<file path="src/rtl/td_pkg.sv">
package td_pkg;

   typedef enum logic [2:0] {
      RA_THREAD_MASK = 3'd0,
      RA_DATA_MASK   = 3'd1,
      RA_LOAD_LIMIT  = 3'd2,
      RA_FORWARD     = 3'd3,
      RA_THRESHOLD   = 3'd4
   } rule_addr_e;

   typedef enum logic {
      KIND_THREAD = 1'b0,
      KIND_DATA   = 1'b1
   } req_kind_e;

endpackage

</file>
<file path="src/rtl/td_rule_regs.sv">
module td_rule_regs
   import td_pkg::*;
#(
   parameter int NUM_CORES = 4,
   parameter int LOAD_W    = 4,
   parameter int SUM_W     = 6,
   parameter int NB_W      = 2,
   parameter int CFG_W     = 16
) (
   input  logic                 clk,
   input  logic                 rst_n,
   input  logic                 cfg_we,
   input  logic [2:0]           cfg_addr,
   input  logic [CFG_W-1:0]     cfg_wdata,
   output logic [NUM_CORES-1:0] thread_mask,
   output logic [NUM_CORES-1:0] data_mask,
   output logic [LOAD_W-1:0]    load_limit,
   output logic                 fwd_en,
   output logic [NB_W-1:0]      fwd_id,
   output logic [SUM_W-1:0]     threshold
);

   if (CFG_W < NUM_CORES) begin : g_chk_mask
      $error("CFG_W too narrow for core mask");
   end
   if (CFG_W < SUM_W) begin : g_chk_thr
      $error("CFG_W too narrow for threshold");
   end
   if (CFG_W < NB_W + 1) begin : g_chk_fwd
      $error("CFG_W too narrow for forward rule");
   end

   rule_addr_e addr_e;
   assign addr_e = rule_addr_e'(cfg_addr);

   always_ff @(posedge clk or negedge rst_n) begin
      if (!rst_n) begin
         thread_mask <= '0;
         data_mask   <= '0;
         load_limit  <= '1;
         fwd_en      <= 1'b0;
         fwd_id      <= '0;
         threshold   <= '1;
      end else if (cfg_we) begin
         case (addr_e)
            RA_THREAD_MASK: thread_mask <= cfg_wdata[NUM_CORES-1:0];
            RA_DATA_MASK:   data_mask   <= cfg_wdata[NUM_CORES-1:0];
            RA_LOAD_LIMIT:  load_limit  <= cfg_wdata[LOAD_W-1:0];
            RA_FORWARD: begin
               fwd_en <= cfg_wdata[0];
               fwd_id <= cfg_wdata[NB_W:1];
            end
            RA_THRESHOLD:   threshold   <= cfg_wdata[SUM_W-1:0];
            default: ;
         endcase
      end
   end

   // a write lands on the following edge
   p_mask_write_r8: assert property (@(posedge clk) disable iff (!rst_n)
      (cfg_we && cfg_addr == 3'd0) |=> (thread_mask == $past(cfg_wdata[NUM_CORES-1:0])));

   // unmapped addresses leave every rule untouched
   p_unmapped_r11: assert property (@(posedge clk) disable iff (!rst_n)
      (cfg_we && cfg_addr > 3'd4) |=> ($stable(thread_mask) && $stable(data_mask)
                                       && $stable(load_limit) && $stable(fwd_en)
                                       && $stable(fwd_id) && $stable(threshold)));

endmodule

</file>
<file path="src/rtl/td_core_select.sv">
module td_core_select #(
   parameter int NUM_CORES = 4,
   parameter int LOAD_W    = 4,
   parameter int IDX_W     = 2
) (
   input  logic                        clk,
   input  logic                        rst_n,
   input  logic [NUM_CORES*LOAD_W-1:0] loads,
   input  logic [NUM_CORES-1:0]        mask,
   input  logic [LOAD_W-1:0]           limit,
   output logic                        sel_valid,
   output logic [IDX_W-1:0]            sel_idx
);

   logic [LOAD_W-1:0]    load_arr [NUM_CORES];
   logic [NUM_CORES-1:0] elig;

   for (genvar i = 0; i < NUM_CORES; i++) begin : g_unpack
      assign load_arr[i] = loads[i*LOAD_W +: LOAD_W];
      assign elig[i]     = mask[i] && (load_arr[i] < limit);
   end

   logic [LOAD_W-1:0] best_load;

   always_comb begin
      sel_valid = 1'b0;
      sel_idx   = '0;
      best_load = '1;
      for (int i = 0; i < NUM_CORES; i++) begin
         if (elig[i] && (!sel_valid || load_arr[i] < best_load)) begin
            sel_valid = 1'b1;
            sel_idx   = IDX_W'(i);
            best_load = load_arr[i];
         end
      end
   end

   // the chosen core is masked in and under the limit
   p_sel_eligible_r2: assert property (@(posedge clk) disable iff (!rst_n)
      sel_valid |-> (mask[sel_idx] && loads[sel_idx*LOAD_W +: LOAD_W] < limit));

   for (genvar j = 0; j < NUM_CORES; j++) begin : g_min_chk
      // no eligible core is strictly lighter than the chosen one
      p_sel_min_r3: assert property (@(posedge clk) disable iff (!rst_n)
         (sel_valid && mask[j] && loads[j*LOAD_W +: LOAD_W] < limit)
            |-> (loads[sel_idx*LOAD_W +: LOAD_W] <= loads[j*LOAD_W +: LOAD_W]));
      // no eligible core is left unselected
      p_none_missed_r2: assert property (@(posedge clk) disable iff (!rst_n)
         (mask[j] && loads[j*LOAD_W +: LOAD_W] < limit) |-> sel_valid);
   end

endmodule

</file>
<file path="src/rtl/td_load_alarm.sv">
module td_load_alarm #(
   parameter int NUM_CORES = 4,
   parameter int LOAD_W    = 4,
   parameter int SUM_W     = 6,
   parameter bit HYST_EN   = 1'b1
) (
   input  logic                        clk,
   input  logic                        rst_n,
   input  logic [NUM_CORES*LOAD_W-1:0] loads,
   input  logic [SUM_W-1:0]            threshold,
   output logic                        alarm
);

   logic [SUM_W-1:0] total;

   always_comb begin
      total = '0;
      for (int i = 0; i < NUM_CORES; i++) begin
         total = total + SUM_W'(loads[i*LOAD_W +: LOAD_W]);
      end
   end

   logic alarm_d;

   if (HYST_EN) begin : g_hyst
      always_comb begin
         if (total > threshold)      alarm_d = 1'b1;
         else if (total < threshold) alarm_d = 1'b0;
         else                        alarm_d = alarm;
      end
   end else begin : g_plain
      assign alarm_d = (total > threshold);
   end

   always_ff @(posedge clk or negedge rst_n) begin
      if (!rst_n) alarm <= 1'b0;
      else        alarm <= alarm_d;
   end

   // the alarm only rises after an over-threshold sum
   p_alarm_rise_r9: assert property (@(posedge clk) disable iff (!rst_n)
      $rose(alarm) |-> $past(total > threshold));

   // with hysteresis the alarm only falls after a below-threshold sum
   if (HYST_EN) begin : g_fall_chk
      p_alarm_fall_r10: assert property (@(posedge clk) disable iff (!rst_n)
         $fell(alarm) |-> $past(total < threshold));
   end

endmodule

</file>
<file path="src/rtl/tile_req_dispatch.sv">
module tile_req_dispatch
   import td_pkg::*;
#(
   parameter int NUM_CORES = 4,
   parameter int LOAD_W    = 4,
   parameter int DATA_W    = 16,
   parameter int NB_W      = 2,
   parameter int CFG_W     = 16,
   parameter bit HYST_EN   = 1'b1
) (
   input  logic                        clk,
   input  logic                        rst_n,
   input  logic                        req_valid,
   output logic                        req_ready,
   input  logic                        req_src,
   input  logic [DATA_W-1:0]           req_data,
   input  logic [NUM_CORES*LOAD_W-1:0] core_load,
   output logic [NUM_CORES-1:0]        core_valid,
   input  logic [NUM_CORES-1:0]        core_ready,
   output logic [DATA_W-1:0]           core_data,
   output logic                        fwd_valid,
   input  logic                        fwd_ready,
   output logic [DATA_W-1:0]           fwd_data,
   output logic [NB_W-1:0]             fwd_tile,
   input  logic                        cfg_we,
   input  logic [2:0]                  cfg_addr,
   input  logic [CFG_W-1:0]            cfg_wdata,
   output logic                        load_alarm
);

   localparam int IDX_W = (NUM_CORES > 1) ? $clog2(NUM_CORES) : 1;
   localparam int SUM_W = LOAD_W + ((NUM_CORES > 1) ? $clog2(NUM_CORES) : 0) + 1;

   if (NUM_CORES < 1) begin : g_chk_cores
      $error("NUM_CORES must be at least one");
   end
   if (LOAD_W < 1 || DATA_W < 1 || NB_W < 1) begin : g_chk_widths
      $error("widths must be positive");
   end

   logic [NUM_CORES-1:0] thread_mask, data_mask, act_mask;
   logic [LOAD_W-1:0]    load_limit;
   logic                 fwd_en;
   logic [NB_W-1:0]      fwd_id;
   logic [SUM_W-1:0]     threshold;

   td_rule_regs #(
      .NUM_CORES(NUM_CORES), .LOAD_W(LOAD_W), .SUM_W(SUM_W),
      .NB_W(NB_W), .CFG_W(CFG_W)
   ) u_rules (
      .clk(clk), .rst_n(rst_n),
      .cfg_we(cfg_we), .cfg_addr(cfg_addr), .cfg_wdata(cfg_wdata),
      .thread_mask(thread_mask), .data_mask(data_mask),
      .load_limit(load_limit), .fwd_en(fwd_en), .fwd_id(fwd_id),
      .threshold(threshold)
   );

   assign act_mask = (req_kind_e'(req_src) == KIND_DATA) ? data_mask : thread_mask;

   logic             sel_valid;
   logic [IDX_W-1:0] sel_idx;

   td_core_select #(
      .NUM_CORES(NUM_CORES), .LOAD_W(LOAD_W), .IDX_W(IDX_W)
   ) u_select (
      .clk(clk), .rst_n(rst_n),
      .loads(core_load), .mask(act_mask), .limit(load_limit),
      .sel_valid(sel_valid), .sel_idx(sel_idx)
   );

   td_load_alarm #(
      .NUM_CORES(NUM_CORES), .LOAD_W(LOAD_W), .SUM_W(SUM_W), .HYST_EN(HYST_EN)
   ) u_alarm (
      .clk(clk), .rst_n(rst_n),
      .loads(core_load), .threshold(threshold), .alarm(load_alarm)
   );

   for (genvar i = 0; i < NUM_CORES; i++) begin : g_core_out
      assign core_valid[i] = req_valid && sel_valid && (sel_idx == IDX_W'(i));
   end

   assign core_data = req_data;
   assign fwd_data  = req_data;
   assign fwd_tile  = fwd_id;
   assign fwd_valid = req_valid && !sel_valid && fwd_en;

   always_comb begin
      if (sel_valid)   req_ready = core_ready[sel_idx];
      else if (fwd_en) req_ready = fwd_ready;
      else             req_ready = 1'b0;
   end

   // at most one core is offered the request
   p_onehot_r4: assert property (@(posedge clk) disable iff (!rst_n)
      $onehot0(core_valid));

   // a request never goes both to a core and to the neighbour
   p_exclusive_r6: assert property (@(posedge clk) disable iff (!rst_n)
      !((|core_valid) && fwd_valid));

   // a taken request was offered to exactly one destination
   p_taken_r7: assert property (@(posedge clk) disable iff (!rst_n)
      (req_valid && req_ready) |-> ($countones({core_valid, fwd_valid}) == 1));

endmodule

</file>
<file path="config.mk">
export PLATFORM = sky130hd
export DESIGN_NAME = tile_req_dispatch
export DESIGN_NICKNAME = d
export VERILOG_FILES = /design/src/rtl/td_pkg.sv /design/src/rtl/td_rule_regs.sv /design/src/rtl/td_core_select.sv /design/src/rtl/td_load_alarm.sv /design/src/rtl/tile_req_dispatch.sv
export SDC_FILE = /design/constraint.sdc
export NUM_CORES = 1
export LEC_CHECK = 0
export BUFFER_PORTS_ARGS = -buffer_cell sky130_fd_sc_hd__buf_2
export CAP_MARGIN = 30
export CORE_ASPECT_RATIO = 0.75
export CORE_UTILIZATION = 53
export DETAILED_ROUTE_END_ITERATION = 10
export HOLD_SLACK_MARGIN = 0.02
export PLACE_DENSITY = 0.91
export SYNTH_ARGS = -nofsm -noshare
export SYNTH_HDL_FRONTEND = slang
export SYNTH_SLANG_ARGS = --single-unit
</file>
<file path="constraint.sdc">
create_clock -name clk -period 22.8 [get_ports clk]
set_input_delay 5.7 -clock clk [delete_from_list [all_inputs] [get_ports clk]]
set_output_delay 5.7 -clock clk [all_outputs]
set_load 0.02 [all_outputs]
</file>
# --- Yosys cells after proc, flatten, opt, wreduce, memory -nomap -nowiden ---
# Cells that the tools add are included.
word_totals:
  mem_count: 0
  out_inout_bits: 41
  elab_cells: 73
  latchBits: 0
  ram_bits: 0
  mem_bits_ro: 0
  regBits: 23
  inputBits: 61
op_classes:
  shifts: 0
  order_cmp: 10
  mux: 17
  bitwise: 0
  div: 0
  addsub: 3
  n_eq_ne: 7
  reduce_logical: 29
  multipliers: 0
ops:
  columns: ["operator", "n"]
  rows:
  - ["4-bit less-than comparator", 7]
  - ["4-bit 2-to-1 mux", 4]
  - ["7-bit by 4-bit adder with 7-bit output", 2]
  - ["1-bit logical AND", 14]
  - ["1-bit 2-to-1 mux", 10]
  - ["2-bit AND reduction", 5]
  - ["7-bit > comparator", 1]
  - ["7-bit less-than comparator", 1]
  - ["3-bit by 2-bit equality test with 1-bit output (second input constant)", 2]
  - ["4-bit by 4-bit adder with 5-bit output", 1]
  - ["2-bit equality test (second input constant)", 2]
  - ["1-bit logical NOT", 4]
  - ["2-bit 2-to-1 mux", 2]
  - ["3-bit by 1-bit equality test with 1-bit output (second input constant)", 1]
  - ["3-bit equality test (second input constant)", 1]
  - ["3-bit logical NOT", 1]
  - ["1-bit logical OR", 3]
  - ["2-bit by 3-bit less-than comparator with 1-bit output (second input constant)", 1]
  - ["1-bit binary-select mux with 2-bit select", 1]
  - ["2-bit by 1-bit equality test with 1-bit output (second input constant)", 1]
  - ["2-bit logical NOT", 1]
  - ["2-bit nonzero test", 1]

# --- Logic depth before layout (Yosys ltp) ---
# Gate-level depths: netlist of the first run.
logic_depth:
  word_depth: 18
  depth_mapped: 29
  mapped_depth_nobuf: 28

# --- Hierarchy ---
# Synthesis of the first run repeated with hierarchy kept, for this count alone.
unflattened:
  cells_unflattened: 274
  hier_area_um2: 2677.6
by_module_without_submodules:
  columns: ["module", "seq_area_each_um2", "n_inst", "cells_each", "area_per_inst_um2"]
  rows:
  - ["td_core_select", 0.0, 1, 115, 894.6]
  - ["td_rule_regs", 564.3, 1, 50, 887.1]
  - ["td_load_alarm", 25.0, 1, 63, 531.8]
  - ["tile_req_dispatch", 0.0, 1, 46, 364.1]

# --- Worst setup path after synthesis of the first run ---
# Ideal clock, no wire load.
synth_path:
  path_kind: "input to output"
  startpoint: "input core_load[2]"
  endpoint: "output core_valid[2]"
  slack_ns: 6.235
  required_ns: 17.100
  arrival_ns: 10.865
  n_path_buf: 1
  stages: 27
  path_cell_list: "ha_1 -> a21oi_1 -> o21ai_1 -> a211o_1 -> buf_6 -> nor2_1 -> ha_1 -> nand2b_1 -> a221oi_1 -> a311oi_1 -> o21ai_1 -> o21ai_0 -> ha_1 -> a21o_1 -> a21o_1 -> a31oi_1 -> nor2_1 -> a21oi_2 -> mux2_2 -> ha_1 -> o21ai_0 -> nand2b_1 -> a21oi_1 -> inv_1 -> a21boi_0 -> a211o_1 -> a211oi_1"
synth_between:
  elab_chain_len: 17
  word_cells_on_any_way: 27
  cone_classes: "order compare: 4; eq/ne: 1; mux: 10; reduce/logical: 12"
synth_rtl:
  columns: ["element", "line_no", "text"]
  rows:
  - ["start, declared", "tile_req_dispatch.sv:17", "input logic [NUM_CORES*LOAD_W-1:0] core_load,"]
  - ["4-bit less-than comparator", "td_core_select.sv:20", "assign elig[i] = mask[i] && (load_arr[i] < limit);"]
  - ["1-bit logical AND", "td_core_select.sv:20", null]
  - ["4-bit 2-to-1 mux or 1-bit 2-to-1 mux (tied branches)", "td_core_select.sv:30", "if (elig[i] && (!sel_valid || load_arr[i] < best_load)) begin"]
  - ["4-bit less-than comparator or 1-bit logical NOT (tied branches)", "td_core_select.sv:30", null]
  - ["1-bit logical OR", "td_core_select.sv:30", null]
  - ["1-bit logical AND", "td_core_select.sv:30", null]
  - ["4-bit 2-to-1 mux or 1-bit 2-to-1 mux (tied branches)", "td_core_select.sv:30", null]
  - ["4-bit less-than comparator or 1-bit logical NOT (tied branches)", "td_core_select.sv:30", null]
  - ["1-bit logical OR", "td_core_select.sv:30", null]
  - ["1-bit logical AND", "td_core_select.sv:30", null]
  - ["4-bit 2-to-1 mux or 1-bit 2-to-1 mux (tied branches)", "td_core_select.sv:30", null]
  - ["4-bit less-than comparator or 1-bit logical NOT (tied branches)", "td_core_select.sv:30", null]
  - ["1-bit logical OR", "td_core_select.sv:30", null]
  - ["1-bit logical AND", "td_core_select.sv:30", null]
  - ["2-bit 2-to-1 mux or 1-bit 2-to-1 mux (tied branches)", "td_core_select.sv:30", null]
  - ["2-bit equality test or 1-bit logical AND (tied branches)", "tile_req_dispatch.sv:79", "assign core_valid[i] = req_valid && sel_valid && (sel_idx == IDX_W'(i));"]
  - ["1-bit logical AND (*)", "tile_req_dispatch.sv:79", null]
  - ["end, declared", "tile_req_dispatch.sv:18", "output logic [NUM_CORES-1:0] core_valid,"]
# Every way passes the cells marked *; elsewhere a longest branch is shown, timed or not.

# --- Worst setup path in the final report of the first run ---
layout_path:
  startpoint: "input core_load[2]"
  endpoint: "output req_ready"
layout_between:
  elab_chain_len: 18
  word_cells_on_any_way: 27
  cone_classes: "order compare: 4; mux: 13; reduce/logical: 10"
layout_rtl:
  columns: ["element", "line_no", "text"]
  rows:
  - ["4-bit less-than comparator", "td_core_select.sv:20", null]
  - ["1-bit logical AND", "td_core_select.sv:20", null]
  - ["4-bit 2-to-1 mux or 1-bit 2-to-1 mux (tied branches)", "td_core_select.sv:30", null]
  - ["4-bit less-than comparator or 1-bit logical NOT (tied branches)", "td_core_select.sv:30", null]
  - ["1-bit logical OR", "td_core_select.sv:30", null]
  - ["1-bit logical AND", "td_core_select.sv:30", null]
  - ["4-bit 2-to-1 mux or 1-bit 2-to-1 mux (tied branches)", "td_core_select.sv:30", null]
  - ["4-bit less-than comparator or 1-bit logical NOT (tied branches)", "td_core_select.sv:30", null]
  - ["(+2 left out)", null, null]
  - ["4-bit 2-to-1 mux or 1-bit 2-to-1 mux (tied branches)", "td_core_select.sv:30", null]
  - ["4-bit less-than comparator or 1-bit logical NOT (tied branches)", "td_core_select.sv:30", null]
  - ["1-bit logical OR", "td_core_select.sv:30", null]
  - ["1-bit logical AND", "td_core_select.sv:30", null]
  - ["2-bit 2-to-1 mux", "td_core_select.sv:30", null]
  - ["1-bit binary-select mux with 2-bit select", "tile_req_dispatch.sv:88", "if (sel_valid) req_ready = core_ready[sel_idx];"]
  - ["1-bit 2-to-1 mux (implied by the code)", "tile_req_dispatch.sv:88", null]
  - ["1-bit 2-to-1 mux (*)", "tile_req_dispatch.sv:88", null]
  - ["end, declared", "tile_req_dispatch.sv:14", "output logic req_ready,"]
# Every way passes the cells marked *; elsewhere a longest branch is shown, timed or not. The select of a mux whose other input is x is not followed.

==> impl_metrics.py, run 1 <==
metrics = {
    "cts": {
        "cts_tree": "built",
        "cts_resized": 0,
        "cts_buffer_depth": 2,
        "clk_latency_ns": 0.26,
        "clk_pin_slew_ns": 0.08,
        "cts_hold_buffers": 0,
        "cts-buffers-inserted": 3,
        "post-cts-setup-buffers": 0,
        "root_buffer": "clkbuf_8",
        "clkSinkCount": 23,
        "h-tree-depth": 1,
    },
    "synth": {
        "yosysUniqueCellTypes": 46,
        "async_reset_ff_frac": 1.00,
        "synthesis.nets": 374,
        "synth_warnings": 0,
        "synth_area_um2": 2490,
        "synth_area_per_cell_um2": 9.08,
        "synth_edf_count": 0,
        "ys_seq_area_frac": 0.237,
        "ys_ff_latch": 23,
        "synth_cells": 274,
        "synthFlopType": "dfrtp_1",
    },
    "power_and_ir_drop": {
        "switching_share": 0.405,
        "intPower_mw": 0.114,
        "leakagePower_nw": 1.36,
        "p_switching_mw": 0.0776,
        "clkPwrFrac": 0.130,
        "pwr-share-seq": 0.297,
        "worst_ir_drop_vdd_v": 0.0000451,
        "power_frac_comb": 0.573,
        "power_density_nw_per_um2": 74.5,
    },
    "route": {
        "drtIter0Drc": 138,
        "routed_wirelength_um": 5100,
        "wl_per_cell_um": 14.8,
        "routed-via-count": 1958,
        "ant_nets": 0,
        "drc": 0,
        "vias_per_cell": 5.68,
        "drt_first_pass_iters": 4,
    },
    "floorplan": {
        "die_h_um": 61.3,
        "start_util": 0.554,
        "pin_count": 102,
        "num_rows": 21,
        "die_w_um": 81.1,
        "core_area_um2": 4490,
        "dieArea_um2": 4970,
    },
    "global_route": {
        "grt_pass1_vias": 1810,
        "grt_usage": 0.212,
        "grt_max_degree": 24,
        "grt_pass1_wl_um": 7870,
        "grt_antenna_before_repair": 0,
        "overflow": 0,
    },
    "worst_setup_path": {
        "critPathLaunchType": "input pin",
        "cp_max_fo": 9,
        "crit_type": "input pin to output pin",
        "required_ns": 17.10,
        "crit_path_end_kind": "output pin",
        "critical_path_arrival_ns": 11.75,
    },
    "timing": {
        "finalSetupTns_ns": 0,
        "post-route-period-util": 0.766,
        "fmax_mhz": 57.3,
        "finalClockSkew_ns": 0.000626,
        "setup_viol": 0,
        "drv_slew": 0,
        "fin_crit_ns": 17.45,
        "rsz0062_at_grt": "no",
        "fin_ws_ns": 5.35,
        "worstMarginPinSlew_ns": 0.600,
        "finalHoldViolations": 0,
        "maxSlewHeadroom": 0.599,
    },
    "finish": {
        "syn_to_final_growth_pct": 3.32,
        "final_common_cell": "buf_2",
        "diodes": 0,
        "final_cell_mix": "buf_2 (45), ha_1 (33), inv_1 (31)",
        "nets": 389,
        "drive_above_1_share": 0.271,
    },
    "min_path": {
        "hold_path_class": "flip-flop to flip-flop",
    },
    "flow_run": {
        "maxCapViolCount": 0,
    },
    "place": {
        "dp_hpwl_um": 4300,
        "gp_congestion": 0.854,
        "detailedPlace.worstSlack_ns": 5.43,
        "port_buffers": 44,
    },
    "status": {
        "status": "complete, no violations",
    },
}
-- power by group through the flow --
stage | registers, mW | clock network (mW) | logic [mW]
6_report | 0.0569 | 0.0248 | 0.110
3_5_place_dp | 0.0577 | 0 | 0.109
5_1_grt | 0.0580 | 0.0266 | 0.122
4_1_cts | 0.0570 | 0.0256 | 0.109
3_3_place_gp | 0.0571 | 0 | 0.102
2_1_floorplan | 0.0581 | 0 | 0.0870
-- cell usage after synthesis, types with 2 or more instances --
master / n / area, um^2
mux2_1: 2 / 22.5
a21oi_1: 8 / 40.0
a211oi_1: 2 / 15.0
nor2_1: 10 / 37.5
a221oi_1: 2 / 17.5
o21a_1: 2 / 15.0
dfstp_2: 11 / 289
nand2b_1: 6 / 37.5
nor3_1: 4 / 20.0
xor2_1: 2 / 17.5
o21ai_1: 2 / 10.0
dfrtp_1: 12 / 300
nor2b_1: 6 / 37.5
xnor2_1: 2 / 17.5
and3_1: 2 / 12.5
buf_4: 32 / 240
a31oi_1: 2 / 12.5
mux2i_1: 4 / 40.0
fa_1: 6 / 120
and2_1: 2 / 12.5
mux2_2: 14 / 158
nand2_1: 18 / 67.6
a21o_1: 13 / 97.6
inv_1: 31 / 116
ha_1: 33 / 413
o21ai_0: 16 / 80.1
a211o_1: 6 / 52.6
a21boi_0: 2 / 15.0
nand3_1: 5 / 25.0
-- state kept, by name (all words and copies together) (netlist names) --
register             flops
u_alarm.alarm            1
u_rules.data_mask        4
u_rules.fwd_en           1
u_rules.fwd_id           2
u_rules.load_limit       4
u_rules.thread_mask      4
u_rules.threshold        7
-- logic make-up after synthesis --
family | after synthesis | synth area share
AO/OA/AOI/OAI | 63 | 0.172
XOR/XNOR | 4 | 0.0141
flip-flops | 23 | 0.237
adder cells (fa/ha/maj) | 39 | 0.214
multiplexers | 20 | 0.0885
AND/OR/NAND/NOR | 59 | 0.123
buffers and inverters | 66 | 0.151
-- critical path, stage by stage --
cell and delay (ns):
buf_2 0.13, ha_1 0.31, a21oi_1 0.12, o21ai_1 0.10, a211o_1 0.41, nor2_1 0.18
ha_1 0.28, nand2_1 0.08, a221oi_1 0.07, a311oi_1 0.38, o21ai_1 0.27, o21ai_0 0.37
ha_1 0.32, a21o_1 0.18, a21o_1 0.21, a31oi_1 0.25, nor2_1 0.11, a21oi_2 0.32
mux2_2 0.39, ha_1 0.30, a211o_1 0.30, a21oi_1 0.17, o311a_1 0.23, a221oi_1 0.09
a221o_1 0.33, buf_2 0.16
-- worst paths after layout --
| path | cells after the start | slack [ns] | endpoint | from |
|---|---|---|---|---|
| worst min register to register | 1 | 0.51 | u_rules.data_mask[2] | u_rules.data_mask[2] |
| worst max register to register | 9 | 20.95 | u_alarm.alarm | u_rules.threshold[1] |
| min in group asynchronous | 1 | 5.39 | u_rules.data_mask[2] | rst_n |
| worst min-delay path | 1 | 0.51 | u_rules.data_mask[2] | u_rules.data_mask[2] |
| worst max-delay path | 26 | 5.35 | req_ready | core_load[2] |
| max in group asynchronous | 1 | 17.05 | u_rules.threshold[4] | rst_n |
-- layout make-up --
class / count / area, um^2
clock buffers: 3 / 41.3
clock inverters: 1 / 5.00
fillers: 379 / 1920
inverters: 31 / 116
multi-input cells: 185 / 1520
flip-flops and latches: 23 / 589
well taps: 57 / 71.3
repair buffers: 45 / 225
-- layer usage --
metal / up-vias / routed length [um] / GRT usage
met1: 918 / 2330 / 0.289
met2: 76 / 2330 / 0.357
met3: 14 / 349 / 0.0163
met5: - / 0 / 0
li1: 950 / - / -
met4: 0 / 89 / 0.0842
-- stage by stage --
stage / util / power, mW / hold slack (ns) / cells / instance area, um^2
floorplan: - / 0.145 / 0.480 / 274 / 2490
global placement: 0.561 / 0.159 / 0.488 / 340 / 2520
detailed placement: 0.562 / 0.166 / 0.498 / 341 / 2520
CTS: 0.572 / 0.192 / 0.516 / 345 / 2570
global route: 0.572 / 0.207 / 0.533 / 345 / 2570
finish: 0.572 / 0.191 / 0.514 / 345 / 2570
(Power assumes the default switching activity.)
==> inputs of run 2 (changes only) <==
--- a/config.mk
+++ b/config.mk
@@ -8,10 +8,10 @@
 export BUFFER_PORTS_ARGS = -buffer_cell sky130_fd_sc_hd__buf_2
 export CAP_MARGIN = 30
 export CORE_ASPECT_RATIO = 0.75
-export CORE_UTILIZATION = 53
+export CORE_UTILIZATION = 49
 export DETAILED_ROUTE_END_ITERATION = 10
 export HOLD_SLACK_MARGIN = 0.02
-export PLACE_DENSITY = 0.91
+export PLACE_DENSITY = 0.85
 export SYNTH_ARGS = -nofsm -noshare
 export SYNTH_HDL_FRONTEND = slang
 export SYNTH_SLANG_ARGS = --single-unit
==> constraint.sdc (replaced) <==
create_clock -name clk -period 16.77 [get_ports clk]
set_input_delay 4.1925 -clock clk [delete_from_list [all_inputs] [get_ports clk]]
set_output_delay 4.1925 -clock clk [all_outputs]
set_load 0.02 [all_outputs]
==> impl_metrics.py, run 2 (same netlist as run 1, synthesis figures left out) <==
metrics = {
    "timing": {
        "post-route-period-util": 0.861,
        "fin_crit_ns": 14.44,
        "setup_viol": 0,
        "finalHoldViolations": 0,
        "fmax_mhz": 69.2,
        "finalClockSkew_ns": 0.00205,
        "whs_ns": 0.510,
        "worstMarginPinSlew_ns": 0.642,
        "maxSlewHeadroom": 0.571,
        "drv_slew": 0,
        "rsz0062_at_grt": "no",
        "finalSetupTns_ns": 0,
    },
    "global_route": {
        "overflow": 0,
        "grt_max_degree": 24,
        "grt_usage": 0.199,
        "grt_antenna_before_repair": 0,
        "grt_pass1_wl_um": 8390,
        "grt_pass1_vias": 1865,
    },
    "power_and_ir_drop": {
        "clkPwrFrac": 0.132,
        "p_switching_mw": 0.104,
        "pwr-share-seq": 0.299,
        "intPower_mw": 0.155,
        "power_frac_comb": 0.569,
        "worst_ir_drop_vdd_v": 0.0000571,
        "switching_share": 0.402,
        "leakagePower_nw": 1.36,
        "power_density_nw_per_um2": 100,
    },
    "floorplan": {
        "dieArea_um2": 5370,
        "start_util": 0.508,
        "die_w_um": 84.3,
        "die_h_um": 63.7,
        "num_rows": 22,
        "pin_count": 102,
        "core_area_um2": 4900,
    },
    "route": {
        "routed_wirelength_um": 5050,
        "ant_nets": 0,
        "wl_per_cell_um": 14.5,
        "routed-via-count": 1932,
        "drtIter0Drc": 157,
        "vias_per_cell": 5.55,
        "drc": 12,
        "drt_first_pass_iters": 7,
    },
    "cts": {
        "clkSinkCount": 23,
        "cts_tree": "built",
        "post-cts-setup-buffers": 0,
        "cts_resized": 0,
        "cts_hold_buffers": 0,
        "cts-buffers-inserted": 3,
        "cts_buffer_depth": 2,
        "root_buffer": "clkbuf_8",
        "h-tree-depth": 1,
        "clk_pin_slew_ns": 0.07,
        "clk_latency_ns": 0.27,
    },
    "finish": {
        "seq_area_um2": 589,
        "top_register": "u_rules.threshold",
        "drive_above_1_share": 0.267,
        "syn_to_final_growth_pct": 3.42,
        "largest_reg_flops": 7,
        "nFillCells": 471,
        "final_common_cell": "buf_2",
        "multi_input_area_um2": 1520,
        "final_util": 0.525,
        "diodes": 0,
        "nets": 389,
        "final_cells": 348,
        "final_cell_mix": "buf_2 (45), ha_1 (33), inv_1 (31)",
    },
    "worst_setup_path": {
        "required_ns": 12.58,
        "crit_type": "input pin to output pin",
        "critical_path_arrival_ns": 10.25,
        "crit_path_end_kind": "output pin",
        "cp_max_fo": 9,
        "critPathLaunchType": "input pin",
    },
    "place": {
        "gp_congestion": 0.852,
        "port_buffers": 44,
        "dp_hpwl_um": 4190,
        "dp.cells": 344,
    },
    "status": {
        "violations": "DRC",
        "status": "finished with violations",
    },
    "flow_run": {
        "maxCapViolCount": 0,
    },
    "min_path": {
        "hold_path_class": "flip-flop to flip-flop",
    },
}
-- run 2: power by group through the flow --
stage	Combinational [mW]	Clock, mW	Sequential (mW)
global route	0.167	0.0368	0.0787
CTS	0.147	0.0350	0.0772
floorplan	0.118	0	0.0789
global placement	0.139	0	0.0776
detailed placement	0.146	0	0.0783
finish	0.147	0.0342	0.0772
-- run 2: layer usage --
metal / track usage / share of wire / up-vias
met4: 0.0603 / 0.013 / 0
met1: 0.272 / 0.48 / 905
met2: 0.328 / 0.46 / 62
met3: 0.0262 / 0.052 / 9
met5: 0 / 0 / -
li1: - / - / 956
-- run 2: layout make-up --
class                   count  share of cell area
inverters                  31              0.0452
repair buffers             45              0.0875
flip-flops and latches     23               0.229
clock buffers               4              0.0175
well taps                  60              0.0292
multi-input cells         185               0.591
-- run 2: stage by stage --
step / setup slack [ns] / area, um^2 / power [mW]
after floorplan: 3.22 / 2490 / 0.197
after global placement: 2.57 / 2520 / 0.216
after detailed placement: 2.41 / 2530 / 0.224
after CTS: 2.42 / 2570 / 0.259
after global routing: 1.83 / 2570 / 0.282
final: 2.33 / 2570 / 0.258
-- run 2: worst paths after layout --
| check | cells after the start | from | to | slack [ns] |
|---|---|---|---|---|
| max in group asynchronous | 1 | rst_n | u_rules.threshold[6] | 12.54 |
| max reg2reg | 9 | u_rules.threshold[1] | u_alarm.alarm | 14.90 |
| min in group asynchronous | 1 | rst_n | u_rules.thread_mask[2] | 3.88 |
| min | 1 | u_rules.fwd_id[1] | u_rules.fwd_id[1] | 0.51 |
| max | 26 | core_load[2] | req_ready | 2.33 |
| min reg2reg | 1 | u_rules.fwd_id[1] | u_rules.fwd_id[1] | 0.51 |
-- run 2: worst max-delay path: stages --
cell,delay [ns]
buf_2,0.14
ha_1,0.31
a21oi_1,0.14
o21ai_1,0.11
a211o_1,0.41
nor2_1,0.20
ha_1,0.29
nand2_1,0.08
a221oi_1,0.07
a311oi_1,0.43
o21ai_1,0.29
o21ai_0,0.32
ha_1,0.30
a21o_1,0.19
a21o_1,0.21
a31oi_1,0.22
nor2_1,0.10
a21oi_2,0.30
mux2_2,0.39
ha_1,0.29
a211o_1,0.29
a21oi_1,0.18
o311a_1,0.24
a221oi_1,0.09
a221o_1,0.33
buf_2,0.16
==> inputs of run 3 (changes only) <==
--- a/config.mk
+++ b/config.mk
@@ -5,6 +5,7 @@
 export SDC_FILE = /design/constraint.sdc
 export NUM_CORES = 1
 export LEC_CHECK = 0
+export ABC_AREA = 1
 export BUFFER_PORTS_ARGS = -buffer_cell sky130_fd_sc_hd__buf_2
 export CAP_MARGIN = 30
 export CORE_ASPECT_RATIO = 0.75
==> impl_metrics.py, run 3 <==
metrics = {
    "timing": {
        "setup_viol": 0,
        "fmax_mhz": 79.4,
        "drv_slew": 0,
        "post-route-period-util": 0.751,
        "finalSetupTns_ns": 0,
        "maxSlewHeadroom": 0.670,
        "fin_ws_ns": 4.17,
        "rsz0062_at_grt": "no",
        "worstMarginPinSlew_ns": 0.495,
        "finalClockSkew_ns": 0.000160,
        "finalHoldViolations": 0,
        "fin_crit_ns": 12.60,
    },
    "worst_setup_path": {
        "cp_num_buf_inv": 5,
        "crit_type": "input pin to output pin",
        "required_ns": 12.58,
        "reg2reg_slack_ns": 15.00,
        "critical_path_arrival_ns": 8.41,
        "crit_slowest_cell": "ha_1",
        "critical-path-top-delay-family": "simple AND/OR/NAND/NOR gates",
        "slowest_delay_ns": 0.30,
        "critPathLaunchType": "input pin",
        "cp_common_cell": "nand2_1",
        "cp_max_fo": 11,
        "crit_path_end_kind": "output pin",
    },
    "synth": {
        "ys_seq_area_frac": 0.239,
        "async_reset_ff_frac": 1.00,
        "synthTopCellsByCount": "nand2_1 (82), inv_1 (55), ha_1 (33)",
        "synthFlopType": "dfrtp_1",
        "yosysTopAreaCellShare": 0.167,
        "synth_cells": 337,
        "synthesis.nets": 437,
        "synth_top_area_cell": "ha_1",
        "synth_most_common_cell": "nand2_1",
        "yosysUniqueCellTypes": 30,
        "ys_ff_latch": 23,
        "synth_edf_count": 0,
        "synth_area_um2": 2470,
        "synth_area_per_cell_um2": 7.33,
        "synth_warnings": 0,
        "synth_area_leaders": "ha_1 (17%), nand2_1 (12%), dfrtp_1 (12%)",
    },
    "global_route": {
        "grt_max_degree": 24,
        "grt_antenna_before_repair": 0,
        "overflow": 0,
        "grt_pass1_vias": 1983,
        "grt_usage": 0.196,
        "grt_pass1_wl_um": 8520,
    },
    "route": {
        "drt_first_pass_iters": 7,
        "drtIter0Drc": 113,
        "routed-via-count": 2062,
        "routed_wirelength_um": 4880,
        "drc": 6,
        "wl_per_cell_um": 12.0,
        "ant_nets": 0,
        "vias_per_cell": 5.05,
    },
    "finish": {
        "largest_reg_flops": 7,
        "nets": 452,
        "drive_above_1_share": 0.197,
        "final_common_cell": "nand2_1",
        "final_cell_mix": "nand2_1 (82), inv_1 (55), buf_2 (44)",
        "syn_to_final_growth_pct": 3.55,
        "nFillCells": 449,
        "seq_area_um2": 589,
        "diodes": 0,
        "multi_input_area_um2": 1420,
        "top_register": "u_rules.threshold",
    },
    "cts": {
        "post-cts-setup-buffers": 0,
        "clk_pin_slew_ns": 0.07,
        "clkSinkCount": 23,
        "cts_tree": "built",
        "cts_resized": 0,
        "clk_latency_ns": 0.26,
        "cts-buffers-inserted": 3,
        "cts_hold_buffers": 0,
        "cts_buffer_depth": 2,
        "h-tree-depth": 1,
        "root_buffer": "clkbuf_8",
    },
    "place": {
        "port_buffers": 44,
        "gp_congestion": 0.898,
        "detailedPlace.worstSlack_ns": 4.23,
        "dp_hpwl_um": 4070,
    },
    "power_and_ir_drop": {
        "clkPwrFrac": 0.144,
        "leakagePower_nw": 1.48,
        "power_density_nw_per_um2": 89.6,
        "pwr-share-seq": 0.336,
        "p_switching_mw": 0.0939,
        "intPower_mw": 0.135,
        "power_frac_comb": 0.520,
        "worst_ir_drop_vdd_v": 0.0000884,
        "switching_share": 0.410,
    },
    "flow_run": {
        "maxCapViolCount": 0,
    },
    "floorplan": {
        "start_util": 0.531,
        "dieArea_um2": 5330,
        "die_h_um": 63.5,
        "pin_count": 102,
        "die_w_um": 84.0,
        "num_rows": 21,
        "core_area_um2": 4650,
    },
    "min_path": {
        "hold_path_class": "flip-flop to flip-flop",
    },
    "status": {
        "status": "finished with violations",
        "violations": "DRC",
    },
}
==> run 3: logic make-up (layout without fill, tap and decap cells) <==
family                   count (synthesis)  after routing  share of synthesized area
AND/OR/NAND/NOR                        129            129                      0.223
buffers and inverters                   90            104                      0.186
flip-flops                              23             23                      0.239
AO/OA/AOI/OAI                           51             51                      0.118
multiplexers                             1              1                    0.00456
adder cells (fa/ha/maj)                 39             39                      0.216
XOR/XNOR                                 4              4                     0.0142
==> run 3: path summary, 6_finish.rpt <==
kind,from,end,cells past startpoint
worst max register to register,u_rules.threshold[2],u_alarm.alarm,9
worst min register to register,u_rules.fwd_id[1],u_rules.fwd_id[1],2
min in group asynchronous,rst_n,u_rules.thread_mask[2],1
worst max-delay path,core_load[3],req_ready,36
max in group asynchronous,rst_n,u_rules.load_limit[3],1
worst min-delay path,u_rules.fwd_id[1],u_rules.fwd_id[1],2
==> run 3: worst min-delay path, stage by stage, from the launching register on <==
cell,delay (ns)
dfrtp_1,0.34
nand2_1,0.05
o21ai_0,0.06
==> run 3: metrics by stage <==
stage / utilization / instances / hold WS (ns) / cell area (um^2) / total power, mW
detailed placement: 0.540 / 404 / 0.473 / 2510 / 0.197
global placement: 0.540 / 404 / 0.465 / 2510 / 0.191
finish: 0.550 / 408 / 0.486 / 2560 / 0.229
CTS: 0.550 / 408 / 0.489 / 2560 / 0.231
global route: 0.550 / 408 / 0.513 / 2560 / 0.253
floorplan: - / 337 / 0.453 / 2470 / 0.175
==> run 3: final cells by class <==
type	instances	share of cell area
Timing Repair Buffer	44	0.0861
Tap cell	57	0.0279
Multi-Input combinational cell	224	0.556
Sequential cell	23	0.231
Inverter	56	0.0822
Clock buffer	4	0.0176
==> run 3: per-layer routing <==
layer	share of wire	vias to the layer above	track usage	wire [um]
met5	0	-	0	0
met4	0.0016	0	0.0194	8
met3	0.055	2	0.0419	268
met2	0.45	54	0.317	2190
met1	0.50	932	0.279	2420
li1	-	1074	-	-
==> run 3: power groups by stage <==
stage,Sequential (mW),Clock (mW),Combinational (mW)
after floorplan,0.0785,0,0.0970
after global placement,0.0773,0,0.114
after detailed placement,0.0776,0,0.120
after CTS,0.0768,0.0338,0.120
after global routing,0.0786,0.0369,0.137
final,0.0769,0.0329,0.119
